**config.mk**
```make
export PLATFORM = sky130hd
export DESIGN_NAME = keyed_watchdog
export DESIGN_NICKNAME = d
export VERILOG_FILES = /design/src/rtl/kwd_pkg.sv /design/src/rtl/kwd_lock.sv /design/src/rtl/kwd_regs.sv /design/src/rtl/kwd_counter.sv /design/src/rtl/kwd_stage.sv /design/src/rtl/keyed_watchdog.sv
export SDC_FILE = /design/constraint.sdc
export NUM_CORES = 1
export LEC_CHECK = 0
export BUFFER_PORTS_ARGS = -buffer_cell sky130_fd_sc_hd__buf_4
export CORE_MARGIN = 10
export CORE_UTILIZATION = 55
export DETAILED_ROUTE_END_ITERATION = 8
export PLACE_DENSITY = 0.9
export SLEW_MARGIN = 20
export SYNTH_ARGS = -nofsm -noshare
export SYNTH_HDL_FRONTEND = slang
export SYNTH_SLANG_ARGS = --single-unit
```
**constraint.sdc**
```tcl
create_clock -name clk -period 5.5 [get_ports clk]
set_input_delay 0.825 -clock clk [delete_from_list [all_inputs] [get_ports clk]]
set_output_delay 0.825 -clock clk [all_outputs]
set_load 0.005 [all_outputs]
```
**src/rtl/kwd_pkg.sv**
```systemverilog
package kwd_pkg;
  localparam int unsigned ADDR_W = 12;
  localparam int unsigned DATA_W = 32;
  localparam int unsigned CNT_W  = 32;

  localparam logic [ADDR_W-1:0] OFF_LOAD  = 12'h000;
  localparam logic [ADDR_W-1:0] OFF_VALUE = 12'h004;
  localparam logic [ADDR_W-1:0] OFF_CTRL  = 12'h008;
  localparam logic [ADDR_W-1:0] OFF_ICLR  = 12'h00C;
  localparam logic [ADDR_W-1:0] OFF_STAT  = 12'h014;
  localparam logic [ADDR_W-1:0] OFF_LOCK  = 12'hC00;

  localparam logic [DATA_W-1:0] OPEN_KEY = 32'h1ACCE551;

  // bit 1 = run, bit 0 = reset enable
  typedef struct packed {
    logic run;
    logic rst_en;
  } ctrl_t;
endpackage

```
**src/rtl/kwd_lock.sv**
```systemverilog
module kwd_lock
  import kwd_pkg::*;
(
  input  logic              clk,
  input  logic              rst_n,
  input  logic              lock_wr,
  input  logic [DATA_W-1:0] wdata,
  output logic              locked
);
  function automatic logic key_closes(input logic [DATA_W-1:0] v);
    return v != OPEN_KEY;
  endfunction

  always_ff @(posedge clk or negedge rst_n) begin
    if (!rst_n)       locked <= 1'b1;
    else if (lock_wr) locked <= key_closes(wdata);
  end
endmodule

```
**src/rtl/kwd_regs.sv**
```systemverilog
module kwd_regs
  import kwd_pkg::*;
#(
  parameter int unsigned W = CNT_W
) (
  input  logic              clk,
  input  logic              rst_n,
  input  logic              wr_ok,
  input  logic [ADDR_W-1:0] addr,
  input  logic [DATA_W-1:0] wdata,
  input  logic              rst_fire,
  output ctrl_t             ctrl,
  output logic [W-1:0]      load_q,
  output logic              load_wr,
  output logic              iclr_wr
);
  assign load_wr = wr_ok && (addr == OFF_LOAD);
  assign iclr_wr = wr_ok && (addr == OFF_ICLR);

  logic ctrl_wr;
  assign ctrl_wr = wr_ok && (addr == OFF_CTRL);

  always_ff @(posedge clk or negedge rst_n) begin
    if (!rst_n) begin
      load_q <= '1;
    end else if (load_wr) begin
      load_q <= wdata[W-1:0];
    end
  end

  always_ff @(posedge clk or negedge rst_n) begin
    if (!rst_n) begin
      ctrl <= '0;
    end else begin
      if (ctrl_wr) begin
        ctrl.run    <= wdata[1];
        ctrl.rst_en <= wdata[0];
      end
      if (rst_fire) ctrl.run <= 1'b0;
    end
  end
endmodule

```
**src/rtl/kwd_counter.sv**
```systemverilog
module kwd_counter #(
  parameter int unsigned W = 32
) (
  input  logic         clk,
  input  logic         rst_n,
  input  logic         run,
  input  logic         tick,
  input  logic         refill,
  input  logic [W-1:0] refill_val,
  input  logic [W-1:0] load_val,
  output logic [W-1:0] cnt,
  output logic         expire
);
  function automatic logic [W-1:0] step_down(input logic [W-1:0] cur,
                                             input logic [W-1:0] ld);
    return (cur == '0) ? ld : cur - W'(1);
  endfunction

  function automatic logic reaches_zero(input logic [W-1:0] cur);
    return cur == W'(1);
  endfunction

  logic stepping;
  assign stepping = run && tick;
  assign expire   = stepping && !refill && reaches_zero(cnt);

  always_ff @(posedge clk or negedge rst_n) begin
    if (!rst_n)        cnt <= '1;
    else if (refill)   cnt <= refill_val;
    else if (stepping) cnt <= step_down(cnt, load_val);
  end
endmodule

```
**src/rtl/kwd_stage.sv**
```systemverilog
module kwd_stage (
  input  logic clk,
  input  logic rst_n,
  input  logic expire,
  input  logic iclr,
  input  logic rst_en,
  output logic pend,
  output logic rst_fire,
  output logic rst_req
);
  assign rst_fire = expire && pend && rst_en;

  always_ff @(posedge clk or negedge rst_n) begin
    if (!rst_n) begin
      pend    <= 1'b0;
      rst_req <= 1'b0;
    end else begin
      rst_req <= rst_fire;
      if (iclr || rst_fire) pend <= 1'b0;
      else if (expire)      pend <= 1'b1;
    end
  end
endmodule

```
**src/rtl/keyed_watchdog.sv**
```systemverilog
module keyed_watchdog
  import kwd_pkg::*;
(
  input  logic              clk,
  input  logic              rst_n,
  input  logic              tick_en,
  input  logic [ADDR_W-1:0] bus_addr,
  input  logic              bus_we,
  input  logic [DATA_W-1:0] bus_wdata,
  output logic [DATA_W-1:0] bus_rdata,
  output logic              irq,
  output logic              sys_rst_req
);
  localparam int unsigned W = CNT_W;

  logic         locked_w;
  logic         wr_ok_w;
  ctrl_t        ctrl_w;
  logic [W-1:0] load_w;
  logic         load_wr_w;
  logic         iclr_w;
  logic         refill_w;
  logic [W-1:0] refill_val_w;
  logic [W-1:0] cnt_w;
  logic         expire_w;
  logic         pend_w;
  logic         fire_w;
  logic         run_w;
  logic         rsten_w;

  assign wr_ok_w = bus_we && !locked_w;
  assign run_w   = ctrl_w.run;
  assign rsten_w = ctrl_w.rst_en;

  kwd_lock u_lock (
    .clk     (clk),
    .rst_n   (rst_n),
    .lock_wr (bus_we && (bus_addr == OFF_LOCK)),
    .wdata   (bus_wdata),
    .locked  (locked_w)
  );

  kwd_regs #(.W(W)) u_regs (
    .clk      (clk),
    .rst_n    (rst_n),
    .wr_ok    (wr_ok_w),
    .addr     (bus_addr),
    .wdata    (bus_wdata),
    .rst_fire (fire_w),
    .ctrl     (ctrl_w),
    .load_q   (load_w),
    .load_wr  (load_wr_w),
    .iclr_wr  (iclr_w)
  );

  assign refill_w     = iclr_w || (load_wr_w && run_w);
  assign refill_val_w = iclr_w ? load_w : bus_wdata[W-1:0];

  kwd_counter #(.W(W)) u_cnt (
    .clk        (clk),
    .rst_n      (rst_n),
    .run        (run_w),
    .tick       (tick_en),
    .refill     (refill_w),
    .refill_val (refill_val_w),
    .load_val   (load_w),
    .cnt        (cnt_w),
    .expire     (expire_w)
  );

  kwd_stage u_stage (
    .clk      (clk),
    .rst_n    (rst_n),
    .expire   (expire_w),
    .iclr     (iclr_w),
    .rst_en   (rsten_w),
    .pend     (pend_w),
    .rst_fire (fire_w),
    .rst_req  (sys_rst_req)
  );

  assign irq = pend_w && run_w;

  always_comb begin
    case (bus_addr)
      OFF_LOAD:  bus_rdata = DATA_W'(load_w);
      OFF_VALUE: bus_rdata = DATA_W'(cnt_w);
      OFF_CTRL:  bus_rdata = DATA_W'(ctrl_w);
      OFF_STAT:  bus_rdata = DATA_W'(pend_w);
      OFF_LOCK:  bus_rdata = DATA_W'(locked_w);
      default:   bus_rdata = '0;
    endcase
  end
endmodule

```
**After elaboration in Yosys (flattened, before gate mapping)**

Cells that the tools add are included.

- Reductions and logical operators: 21
- Add/subtract/negate cells: 1
- Equal/unequal tests: 7
- Multiplexer cells: 9

Operator list:

| kind | number |
|---|---|
| 32-bit case mux with 5 select lines | 1 |
| 32-bit two-way mux | 4 |
| 32-bit by 1-bit equality test with 1-bit output (second input constant) | 1 |
| 32-bit logical NOT | 1 |
| 32-bit by 29-bit != test with 1-bit output (second input constant) | 1 |
| 32-bit by 1-bit subtractor with 32-bit output (second input constant) | 1 |
| 12-bit by 4-bit equality test with 1-bit output (second input constant) | 2 |
| 12-bit equality test (second input constant) | 1 |
| 12-bit by 3-bit equality test with 1-bit output (second input constant) | 1 |
| 12-bit by 5-bit equality test with 1-bit output (second input constant) | 1 |
| 1-bit logical AND | 12 |
| 12-bit logical NOT | 1 |
| 2-bit nonzero test | 3 |
| 1-bit two-way mux | 3 |
| 1-bit logical NOT | 2 |
| 1-bit logical OR | 2 |
| 2-bit two-way mux | 1 |

- Word-level logic and storage cells: 45
- Register bits: 69
- Output and inout port bits: 34
- Input port bits: 48

**Depth between registers and ports, before layout**

- Depth in word-level cells: 12
- Gate-level depth with buffers: 9
- Gate-level depth less buffers: 8

**Modules after synthesis**

A second synthesis with hierarchy kept.

- Cell total of the unflattened synthesis: 516
- Area, all modules: 5158.7 um^2

By module, submodules not included:

| module | area an instance (um^2) | sequential area each (um^2) | instances | cells an instance |
|---|---|---|---|---|
| kwd_counter | 2509.9 | 840.8 | 1 | 316 |
| kwd_regs | 1556.5 | 890.9 | 1 | 83 |
| keyed_watchdog | 889.6 | 0.0 | 1 | 98 |
| kwd_lock | 127.6 | 26.3 | 1 | 14 |
| kwd_stage | 75.1 | 50.0 | 1 | 5 |

**Worst setup path after synthesis**

No wires, ideal clock.

- Path type: input to output
- Start: input bus_addr[7]
- End: output bus_rdata[10]
- Path buffers: 1
- Data required time: 4.675 ns
- Stages: 6
- Arrival time: 2.349 ns
- Path slack: 2.326 ns
- Cell sequence: nor4_1 -> and2_1 -> nand2_1 -> nor3b_1 -> clkbuf_1 -> a22o_1

- Word-level cells in the longest chain between the ends: 2
- Elaborated cells on any way between the ends: 6
- Those cells by class: eq/ne: 4; mux: 1; reduce/logical: 1

Ends and longest elaborated chain:

| item | RTL line | source |
|---|---|---|
| start, declared | keyed_watchdog.sv:7 | `input logic [ADDR_W-1:0] bus_addr,` |
| 12-bit equality test (tied with other cells) | keyed_watchdog.sv:85 | `case (bus_addr)` |
| 32-bit case mux with 5 select lines * | keyed_watchdog.sv:85 |  |
| end, declared | keyed_watchdog.sv:10 | `output logic [DATA_W-1:0] bus_rdata,` |

Mark *: on every way between the ends. The rest lies on a longest branch, timed or not.

**Final worst setup path**

- Start: input bus_addr[7]
- End: output bus_rdata[1]

Same word-level chain as after synthesis.

==> metrics.txt <==
outcome=finished, final reports clean; CP dominant cell by count=buf_4; fin nets=about 600; drc violations=0; maximum fanout along the worst path=19; RSZ-0062 raised after global routing=false; global route overflow=0; synthesized net count=~550; fill count=a little under 700; min cycle time layout=roughly 4.2 ns; Slew Viols, Final=0; setup ws final=1.294 ns; Cells after DPL=between 600 and 700; CTS tree=done; max frequency=roughly 0.24 GHz; final cell count without fillers=roughly 670; hold_buf cts=0; final hold slack=approximately 0.5 ns; ANT cells=0; Hold Crit Class=flip-flop to flip-flop; Place WS=~1.3 ns; synth warn=0; Post-DP HPWL=between 10000 and 15000 um; CP max-delay cell=nor3b_2; Die Y=roughly 110 um; Top FF cell, synth=dfstp_2; CTS root buffer=clkbuf_8; CTS sink count=between 60 and 70; Syn Inst Count=~500; crit-path cells=buf_4, nor4_1, and2_1, nand2_1, nor3b_2, buf_4, a222oi_1, inv_1, buf_4; area grow syn2layout=18.03%; reg-to-reg slack, setup=~1.9 ns; asr flop ratio synth=between 90% and 100%; gpl congestion=around 0.94; number of flops mapped to enable cells by yosys=0; remaining antenna violation count=0; Starting Density=56.56%; final wirelength=~15000 um; io pins=82; antenna violations before repair=0; Slew headroom=34.69%; Resize count post-CTS=0; CTS max path bufs=2; Worst-path clk slew=0.07 ns; Design Power=approximately 1 mW; Die Span X=around 110 um; P_leak=2.429 nW; synthesized area per cell=around 9.4 um^2; area of the multi-input gates=about 2700 um^2; CP arrival=roughly 3.4 ns; CP max stage delay=between 0.7 and 0.8 ns; Worst setup EP type=output port; via count=around 4.6k; TritonRoute pass-1 iters=6; #FFs+latches synth=slightly below 70; PD cells=183.0 nW/um^2; GRT Util Overall=roughly 23%; clk_skew=around 0.015 ns; postcts setup bufs=0; std cell rows=33; first-pass GRT wire length=around 24000 um; I/O Buffers=just over 80; peak supply drop=122.0 uV; Worst Path Required=roughly 4.7 ns; type of origin of the critical path=primary input; Core Area=between 8000 and 9000 um^2; final setup violation count=0; initial DRC count=560; Storage cell area=about 1800 um^2; number of library cell types mapped by synthesis=69; max_cap viols=0; critical path class=primary input to output port; layout cell share with drive strength beyond 1=38.16%; CTS Buf Count=9; post-synthesis cell area=roughly 4700 um^2; die outline area=12580 um^2; H-tree depth=3; setup_tns=0 ns; worst slew pin tran=a little under 1 ns; post-synthesis sequential area ratio=roughly two fifths; Tcrit/Tclk final=76.47%; worst skew pair latency=between 0.3 and 0.4 ns; WL per Instance=between 20 and 25 um; pin count of the biggest net entering global routing=70; vias in the first global route=4636; Hold Fails Final Rpt=0; via/cell ratio=roughly 6.8
## flip-flops by register name, summed over array words and instances (netlist names)
name,count
u_regs.ctrl,2
u_stage.rst_req,1
u_lock.locked,1
u_regs.load_q,32
u_cnt.cnt,32
u_stage.pend,1
## power by group
group / leakage [nW] / total (mW) / switching, mW / internal [mW]
clock network: 0.0866 / 0.409 / 0.200 / 0.209
logic: 1.62 / 0.0799 / 0.0441 / 0.0358
registers: 0.726 / 0.519 / 0.00419 / 0.515
total: 2.43 / 1.01 / 0.248 / 0.760
## layout make-up
class,instances,share of cell area [%]
inverter,3,0.2043
sequential,69,32.80
tap,105,2.383
timing repair buffer,88,11.98
multi-input combinational,390,49.27
clock buffer,12,2.451
clock inverter,4,0.9079
## layout by cell type (no fill, tap or decap), types with 7 or more instances in the layout
cell      netlist  final
nand3_1        13     13
nand2_1        51     51
nor2_1         34     33
a211o_1         7      7
nor3_1         12     12
clkbuf_8        0      9
a22o_1         35     35
and3_1         12     12
o22ai_1         8      8
nor4_1          7      7
xor2_1         13     13
mux2_2         34     34
a21o_1          8      8
dfstp_2        65     65
a21oi_1        32     32
o21ai_0        11     11
xnor2_1        10     10
nand4_1        10     10
buf_4           1     88
## routing by layer
metal	vias to the layer above	track usage, %	wire (um)
met5	-	0	0
met4	0	9.814	447
met3	55	5.485	1568
met2	311	35.65	6877
met1	2207	29.80	5990
li1	2009	-	-
## metrics by stage
step	util [%]	area [um^2]
2_1_floorplan	-	4671
3_3_place_gp	64.52	5328
3_5_place_dp	64.52	5328
4_1_cts	66.76	5513
5_1_grt	66.76	5513
6_report	66.76	5513
## path summary, 6_finish.rpt
| check | depth (start not counted) | startpoint | to |
|---|---|---|---|
| hold reg to reg | 2 | u_regs.load_q[27] | u_cnt.cnt[27] |
| max in group asynchronous | 1 | rst_n | u_regs.ctrl[1] |
| setup / recovery | 9 | bus_addr[7] | bus_rdata[1] |
| setup reg to reg | 6 | u_cnt.cnt[13] | u_cnt.cnt[23] |
| hold / removal | 2 | u_regs.load_q[27] | u_cnt.cnt[27] |
| min in group asynchronous | 1 | rst_n | u_stage.pend |
## cell usage after synthesis (7+ instances only)
cell	instances	area, um^2
o22ai_1	8	50.05
clkbuf_1	21	78.83
a22o_1	35	306.5
xor2_1	13	113.9
mux2_2	34	382.9
a211o_1	7	61.31
a21oi_1	32	160.2
o21ai_0	11	55.05
nand4_1	10	62.56
nor4_1	7	43.79
a21o_1	8	60.06
dfstp_2	65	1708
xnor2_1	10	87.58
nor2_1	34	127.6
nand3_1	13	65.06
and3_1	12	75.07
nand2_1	51	191.4
nor3_1	12	60.06
## worst max-delay path, delay by kind of cell
kind	cells	cell delay (ns)
buffers and inverters	4	0.73
AOI/OAI and AO/OA	1	0.16
and+or+nand+nor	4	1.66
## kinds of logic (layout without fill, tap and decap cells)
logic type	after synthesis	after routing	share of synthesized area, %
flip-flops	69	69	38.71
buffers and inverters	36	107	3.295
AND/OR/NAND/NOR	190	190	22.82
XOR/XNOR	23	23	4.313
multiplexers	39	39	9.269
AO/OA/AOI/OAI	135	135	20.79
adder cells (fa/ha/maj)	3	3	0.8037
No activity file was read; power rests on OpenSTA's default activity.
